--- src/rtl/spf_pkg.sv ---
package spf_pkg;

    // Fixed RAM read latency in clock edges (output register plus RAM register).
    localparam int RD_LATENCY = 2;

    // One cycle of port decisions produced by the arbiter.
    typedef struct packed {
        logic rd;        // RAM read at the read pointer
        logic wr;        // RAM write at the write pointer
        logic wr_parked; // write source is the holding register
        logic fwd;       // pop served from the holding register
    } port_op_t;

    function automatic logic is_zero(input logic [31:0] v);
        return v == 32'd0;
    endfunction

endpackage

--- src/rtl/spf_arbiter.sv ---
module spf_arbiter
    import spf_pkg::*;
#(
    parameter int DEPTH = 16
) (
    input  logic                       push,
    input  logic                       pop,
    input  logic [$clog2(DEPTH):0]     ram_cnt,
    input  logic                       park_v,
    output port_op_t                   op,
    output logic                       push_ready,
    output logic                       push_ok,
    output logic                       park_load,
    output logic                       park_drain
);
    localparam int CW = $clog2(DEPTH) + 1;

    logic ram_empty;
    logic q_full;
    logic pop_ok;
    logic wr_parked;
    logic wr_new;

    always_comb begin
        ram_empty  = is_zero(32'(ram_cnt));
        q_full     = (ram_cnt + CW'(park_v)) == CW'(DEPTH);
        pop_ok     = pop && !(ram_empty && !park_v);
        op.rd      = pop_ok && !ram_empty;
        op.fwd     = pop_ok && ram_empty;
        // Reads win the port; a parked word blocks a second deferral.
        push_ready = !q_full && !(op.rd && park_v);
        push_ok    = push && push_ready;
        wr_parked  = !op.rd && park_v && !op.fwd;
        wr_new     = !op.rd && (!park_v || op.fwd) && push_ok;
        op.wr        = wr_parked || wr_new;
        op.wr_parked = wr_parked;
        park_load  = push_ok && (op.rd || wr_parked);
        park_drain = wr_parked || op.fwd;
    end

endmodule

--- src/rtl/spf_ram.sv ---
module spf_ram
    import spf_pkg::*;
#(
    parameter int DEPTH = 16,
    parameter int WIDTH = 8
) (
    input  logic                       clk,
    input  logic                       rst,
    input  port_op_t                   op,
    input  logic [$clog2(DEPTH)-1:0]   addr,
    input  logic [WIDTH-1:0]           wr_data,
    input  logic [WIDTH-1:0]           fwd_data,
    output logic [WIDTH-1:0]           rd_data,
    output logic                       rd_valid
);
    logic [WIDTH-1:0] mem [DEPTH];
    logic [WIDTH-1:0] stage_d;
    logic             stage_v;

    // Single port: one access per edge.
    always_ff @(posedge clk) begin
        if (op.wr) begin
            mem[addr] <= wr_data;
        end
        if (op.rd) begin
            stage_d <= mem[addr];
        end else if (op.fwd) begin
            stage_d <= fwd_data;
        end
    end

    always_ff @(posedge clk) begin
        if (rst) begin
            stage_v  <= 1'b0;
            rd_valid <= 1'b0;
            rd_data  <= '0;
        end else begin
            stage_v  <= op.rd || op.fwd;
            rd_valid <= stage_v;
            rd_data  <= stage_d;
        end
    end


    single_port_chk: assert property (@(posedge clk) disable iff (rst)
        !(op.rd && op.wr));

endmodule

--- src/rtl/spram_fifo.sv ---
module spram_fifo
    import spf_pkg::*;
#(
    parameter int DEPTH = 16,
    parameter int WIDTH = 8
) (
    input  logic                       clk,
    input  logic                       rst,
    input  logic                       push,
    input  logic [WIDTH-1:0]           push_data,
    output logic                       push_ready,
    input  logic                       pop,
    output logic [WIDTH-1:0]           rd_data,
    output logic                       rd_valid,
    output logic [$clog2(DEPTH):0]     count,
    output logic                       full,
    output logic                       empty,
    output logic                       push_err
);
    localparam int AW = $clog2(DEPTH);
    localparam int CW = AW + 1;

    logic [AW:0]      wr_ptr;
    logic [AW:0]      rd_ptr;
    logic [CW-1:0]    ram_cnt;
    logic             park_v;
    logic [WIDTH-1:0] park_d;
    port_op_t         op;
    logic             push_ok;
    logic             park_load;
    logic             park_drain;
    logic [AW-1:0]    addr;
    logic [WIDTH-1:0] wr_data;

    assign ram_cnt = wr_ptr - rd_ptr;
    assign count   = ram_cnt + CW'(park_v);
    assign full    = count == CW'(DEPTH);
    assign empty   = count == '0;
    assign addr    = op.rd ? rd_ptr[AW-1:0] : wr_ptr[AW-1:0];
    assign wr_data = op.wr_parked ? park_d : push_data;

    spf_arbiter #(.DEPTH(DEPTH)) arb_i (
        .push       (push),
        .pop        (pop),
        .ram_cnt    (ram_cnt),
        .park_v     (park_v),
        .op         (op),
        .push_ready (push_ready),
        .push_ok    (push_ok),
        .park_load  (park_load),
        .park_drain (park_drain)
    );

    spf_ram #(.DEPTH(DEPTH), .WIDTH(WIDTH)) ram_i (
        .clk      (clk),
        .rst      (rst),
        .op       (op),
        .addr     (addr),
        .wr_data  (wr_data),
        .fwd_data (park_d),
        .rd_data  (rd_data),
        .rd_valid (rd_valid)
    );

    always_ff @(posedge clk) begin
        if (rst) begin
            wr_ptr   <= '0;
            rd_ptr   <= '0;
            park_v   <= 1'b0;
            park_d   <= '0;
            push_err <= 1'b0;
        end else begin
            if (op.wr) wr_ptr <= wr_ptr + 1'b1;
            if (op.rd) rd_ptr <= rd_ptr + 1'b1;
            if (park_load) begin
                park_v <= 1'b1;
                park_d <= push_data;
            end else if (park_drain) begin
                park_v <= 1'b0;
            end
            push_err <= push && !push_ready;
        end
    end


    count_bound_chk: assert property (@(posedge clk) disable iff (rst)
        count <= CW'(DEPTH));


    push_err_chk: assert property (@(posedge clk) disable iff (rst)
        (push && !push_ready) |=> push_err);


    refused_push_chk: assert property (@(posedge clk) disable iff (rst)
        (push && !push_ready && !pop) |=> (count == $past(count)));


    full_refuse_chk: assert property (@(posedge clk) disable iff (rst)
        full |-> !push_ready);


    rd_latency_chk: assert property (@(posedge clk) disable iff (rst)
        $past(pop && !empty, 2) |-> rd_valid);


    no_spurious_valid_chk: assert property (@(posedge clk) disable iff (rst)
        rd_valid |-> $past(pop && !empty, 2));


    park_commit_chk: assert property (@(posedge clk) disable iff (rst)
        (park_v && !pop) |=> (wr_ptr == $past(wr_ptr) + 1'b1));

endmodule

--- config.mk ---
export PLATFORM = sky130hd
export DESIGN_NAME = spram_fifo
export DESIGN_NICKNAME = d
export VERILOG_FILES = /design/src/rtl/spf_pkg.sv /design/src/rtl/spf_arbiter.sv /design/src/rtl/spf_ram.sv /design/src/rtl/spram_fifo.sv
export SDC_FILE = /design/constraint.sdc
export NUM_CORES = 1
export LEC_CHECK = 0
export BUFFER_PORTS_ARGS = -buffer_cell sky130_fd_sc_hd__buf_4
export CAP_MARGIN = 10
export CORE_MARGIN = 1
export CORE_UTILIZATION = 50
export CTS_CLUSTER_SIZE = 25
export DETAILED_ROUTE_END_ITERATION = 6
export GPL_TIMING_DRIVEN = 0
export PLACE_DENSITY_LB_ADDON = 0.1
export SLEW_MARGIN = 20
export SYNTH_ARGS = -nofsm -noshare
export SYNTH_HDL_FRONTEND = slang
export SYNTH_SLANG_ARGS = --single-unit
export TNS_END_PERCENT = 50
--- constraint.sdc ---
create_clock -name clk -period 4.2 [get_ports clk]
set_input_delay 0.63 -clock clk [delete_from_list [all_inputs] [get_ports clk]]
set_output_delay 0.63 -clock clk [all_outputs]
set_load 0.01 [all_outputs]
# ---- After elaboration in Yosys (flattened, before gate mapping)
# Memory sizes are Yosys's and may differ from the RTL's.
# Cells that the tools add are included.
# Widths: inputs -> output; s select.
dict set report classes {
  addsub 4
  n_mul 0
  div 0
  magnitude_cmp 0
  n_eq_ne 1
  n_shift 0
  muxes 8
  bitwise 0
  n_reduce_logical 30
}
# op n
set op_table {}
lappend op_table {{$mux 8} 3}
lappend op_table {{$logic_and 1x1->1} 13}
lappend op_table {{$add 5x1->5 const B} 2}
lappend op_table {{$logic_not 5->1} 2}
lappend op_table {{$logic_not 1->1} 8}
lappend op_table {{$add 5x1->5} 1}
lappend op_table {{$eq 5x5->1 const B} 1}
lappend op_table {{$logic_or 1x1->1} 5}
lappend op_table {{$sub 5x5->5} 1}
lappend op_table {{$mux 1} 4}
lappend op_table {{$mux 4} 1}
lappend op_table {{$reduce_bool 2->1} 2}
dict set report word_totals {
  ff_bits 38
  latchBits 0
  ramBits 128
  romBits 0
  input_bits 12
  word_cells 53
  mem_count 1
}
# name words width rd rd_clocked_by_memory_dff write_ports line_no
set mem_list {}
lappend mem_list {ram_i.mem 16 8 1 0 1 spf_ram.sv:16} ;# logic [WIDTH-1:0] mem [DEPTH];

# ---- Depth between registers and ports, before layout
dict set report depth {
  word_depth 14
  mapped_depth 15
  ltp_nobuf 12
}

# ---- Cells and area by module
# A second synthesis with hierarchy kept.
dict set report hier_totals {
  cells_unflattened 470
  area_unflattened_um2 7031.7
}
# module instances cells_per_inst area_per_inst_um2
set by_module_without_submodules {}
lappend by_module_without_submodules {spf_ram 1 321 5694.2}
lappend by_module_without_submodules {spram_fifo 1 123 1169.9}
lappend by_module_without_submodules {spf_arbiter 1 26 167.7}

# ---- Worst setup path after synthesis
# Ideal clock, no wire load.
dict set report synth_path {
  path_type {flip-flop to flip-flop}
  start {register rd_ptr[1]}
  end {memory ram_i.mem[0][0], enable pin}
  setup_ns 0.383
  arrival_ns 3.807
  t_required_ns 3.817
  path_slack_ns 0.010
  stages_incl_launch_ff 14
  synth_period_minus_slack_ns 4.190
  cell_sequence {dfxtp_1 -> clkinv_1 -> clkbuf_1 -> fa_1 -> a21o_1 -> a21oi_2 -> xnor2_1 -> o31a_1 -> clkbuf_1 -> buf_2 -> buf_1 -> clkbuf_1 -> a21oi_1 -> nor3_1}
}
dict set report synth_via {
  elab_chain_cells 14
}
# item line_no
set synth_rtl {}
lappend synth_rtl {{start, declared} spram_fifo.sv:24} ;# logic [AW:0] rd_ptr;
lappend synth_rtl {{start signal, assigned} spram_fifo.sv:74} ;# if (op.rd) rd_ptr <= rd_ptr + 1'b1;
lappend synth_rtl {{parallel branches: the longest is 14 deep, another holds $sub 5x5->5} --}
lappend synth_rtl {{end, declared} spf_ram.sv:16}
# Several ways; the timed one is not identified.

# ---- Worst setup path after layout
dict set report layout_path {
  start {register rd_ptr[1]}
  end {register ram_i.stage_d[7], data pin}
}
dict set report layout_via {
  elab_chain_cells 9
}
# item line_no
set layout_rtl {}
lappend layout_rtl {{$sub 5x5->5} spram_fifo.sv:35} ;# assign ram_cnt = wr_ptr - rd_ptr;
lappend layout_rtl {{$logic_not 5->1} spf_pkg.sv:15} ;# return v == 32'd0;
lappend layout_rtl {{$logic_and 1x1->1} spf_arbiter.sv:27} ;# pop_ok = pop && !(ram_empty && !park_v);
lappend layout_rtl {{$logic_not 1->1} spf_arbiter.sv:27}
lappend layout_rtl {{$logic_and 1x1->1} spf_arbiter.sv:27}
lappend layout_rtl {{$logic_and 1x1->1} spf_arbiter.sv:28} ;# op.rd = pop_ok && !ram_empty;
lappend layout_rtl {{$mux 4} spram_fifo.sv:39} ;# assign addr = op.rd ? rd_ptr[AW-1:0] : wr_ptr[AW-1:0];
lappend layout_rtl {{$mem_v2 16x8} --}
lappend layout_rtl {{$mux 8 *} spf_ram.sv:25} ;# if (op.rd) begin
lappend layout_rtl {{end signal, assigned} spf_ram.sv:26} ;# stage_d <= mem[addr];
lappend layout_rtl {{end signal, assigned} spf_ram.sv:28} ;# stage_d <= fwd_data;
lappend layout_rtl {{end, declared} spf_ram.sv:17} ;# logic [WIDTH-1:0] stage_d;
# Every way passes the cells marked *; elsewhere a longest branch is shown, timed or not.
# A chain may end at the register's enable or synchronous reset.

==> reports/results.ini <==
[synthesis]
syn_nets=602
synthMuxAreaShare_pct=10.51
async_flop_share_pct=0
synthSimpleGateAreaFrac_pct=12.00
synth_fa_ha_area_share_pct=1.611
synthesis.area_um2=7456
synth.area.top_cells=edfxtp_1 55%, dfxtp_1 8.1%, mux2i_1 6.6%
synth_xor_area_share_pct=1.292
synthTopCellsByCount=136 x edfxtp_1, 49 x mux2i_1, 43 x nor2_1, 32 x nand3_1, 30 x dfxtp_1
yosys.area.top_type=edfxtp_1
synth_edf_count=136
yosysMostFrequentCell=edfxtp_1
synth_top_family_by_area=simple AND/OR/NAND/NOR gates
synth-seq-area-share_pct=62.83
synth.top_cell.area_share_pct=54.77
postSynthAreaPerCell_um2=12.83
ys.flop_type=edfxtp_1
postSynthCellCount=581
yosys_warnings=0
synth_compound_area_share_pct=9.448
synth_seq_cells=166
yosysUniqueCellTypes=50

[placed_design]
place.gp.congestion=0.8675
dp_cells=793
portBuffers=28
post-place-ws_ps=-1608
hpwl_mm=12.35

[power_and_ir_drop]
peakVddDrop_v=0.0003343
p_total_mw=5.975
p_leak_nw=3.107
power.density_nw_per_um2=680.4

[detailed_routing]
drt-pass1-iter-count=5
drcViolationCount=0
drtIter0Drc=468
ant_nets=0
wl_per_cell_um=22.29
num_vias=5036
wl_mm=18.50
avgViaCountPerCell=6.067

[cts]
cts.sink_count=166
hold_buffers=0
insertion_delay_ps=440
h-tree-depth=4
tritoncts=done
path_clk_slew_ps=80
numCtsBuffers=17
root_buffer=clkbuf_16
cts_buffer_depth=2

[min_path]
hold_end=park_d[6]
holdPathStages=3
hold_path.class=input pin to register
min-delay-start=push_data[6]

[worst_setup_path]
cp.arrival_ps=4280
r2r_end=ram_i.stage_d[7]
critical_path_class=register to register
critPathLaunch=rd_ptr[1]
rrSetupSlack_ps=100
r2r_cells=12
cp-start-kind=register
reg2reg_from=rd_ptr[1]
critPathCaptureType=register
critPathRequiredTime_ps=4380
path_max_fanout=11

[die]
die_h_um=124.1
dieArea_um2=15400
pin_count=30
core_area_um2=14530
chipWidth_um=124.1
row_count=44
start_util_pct=51.30

[sta]
hold_viol=0
fmax_mhz=244.1
min_period_ps=4097
slew_viol_final=0
fin_ws_ps=103.1
rsz0062_at_grt=no
tns_ps=0
fin_crit_sh_pct=97.55
relSlewSlack_pct=37.72
tightest_slew_ps=934.2
skew_ps=10.38
finalSetupViolations=0

[grt]
met1_usage_pct=36.02
grt.overflow.total=0
grt_max_degree=21
antenna_found_initial=0
grt_pass1_wl_mm=27.28
grt_use_met3_pct=6.410
grt_pass1_vias=4639
gr-usage-met2_pct=36.84
grt_use_total_pct=25.46
top_usage_layer=met2

[final_layout]
antenna_cells=0
area_growth_pct=17.79
layout-drive-gt1-share_pct=22.14
stdcell_count=830
fin_nets=654

[run]
drv_cap=0

[run_status]
status=finished, final reports clean

-- worst max-delay path, stage by stage, from the launching register on --
cell and delay, ps:
dfxtp_4 410, clkinv_4 110, clkbuf_8 200, fa_2 400
xor2_1 200, or3_4 370, o31ai_4 170, buf_4 190
mux2i_4 350, buf_4 180, mux2_2 370, a2111o_1 490
o32a_1 390
-- placed cells by master (no fill, tap or decap), drive strengths merged, types with 24 or more instances in the layout --
cell type and instances:
dfxtp 30, nand2 24, mux2 26, nor2 43, mux2i 49, clkbuf 39, edfxtp 136, nor2b 25
buf 43, o21ai 24, nand3 32
-- cell families after synthesis --
group | Yosys count
AO/OA/AOI/OAI | 101
multiplexers | 75
XOR/XNOR | 11
buffers and inverters | 43
AND/OR/NAND/NOR | 176
flip-flops | 166
adder cells (fa/ha/maj) | 9
-- power by group --
group / switching, mW / total [mW] / internal, mW
clock network: 0.780 / 1.60 / 0.822
registers: 0.0944 / 2.10 / 2.01
logic: 1.35 / 2.27 / 0.915
total: 2.23 / 5.98 / 3.75
-- per-layer routing --
metal  vias up  wire [um]  part of all wire, %
met2       222       8222                   44
met4         0        616                  3.3
met3        30       1557                  8.4
li1       2302          -                    -
met1      2482       8104                   44
met5         -          0                    0
-- state kept, by name, indices dropped and copies added, names as in the netlist, 5 cells and up --
signal / cells
ram_i.mem: 128
park_d: 8
ram_i.rd_data: 8
ram_i.stage_d: 8
rd_ptr: 5
wr_ptr: 5
-- area by class of cell --
cell class	instances	area, um2
buffer	29	148.9
clock buffer	17	425.4
clock inverter	15	201.4
fill	1173	5752
inverter	11	46.29
multi-input combinational	372	2765
sequential	166	4695
tap	184	230.2
timing repair buffer	36	270.3
-- worst max-delay path by stage --
stage,end,slack [ps],depth (start not counted)
3_5_place_dp,ram_i.mem[0][7],-1610,13
6_report,ram_i.stage_d[7],100,12
3_3_place_gp,ram_i.mem[1][7],-1640,13
2_1_floorplan,ram_i.mem[0][0],10,13
4_1_cts,push_ready,6,11
5_1_grt,ram_i.stage_d[6],20,12
-- per-stage QoR --
| step | hold WS (ps) | utilization (%) | area (um2) |
|---|---|---|---|
| after detailed placement | 434.2 | 54.40 | 7906 |
| after CTS | 422.3 | 59.95 | 8713 |
| after floorplan | 413.8 | - | 7456 |
| final | 432.9 | 60.43 | 8782 |
| after global placement | 418.5 | 54.33 | 7896 |
| after global routing | 436.3 | 60.43 | 8782 |
-- repair_timing --
action | in CTS | in global routing
pin swaps | 3 | 2
endpoints found under the setup margin | 152 | 115
setup buffers | 5 | 3
resized for setup | 47 | 15
endpoints found under the hold margin | 0 | 0
(Power assumes the default switching activity.)
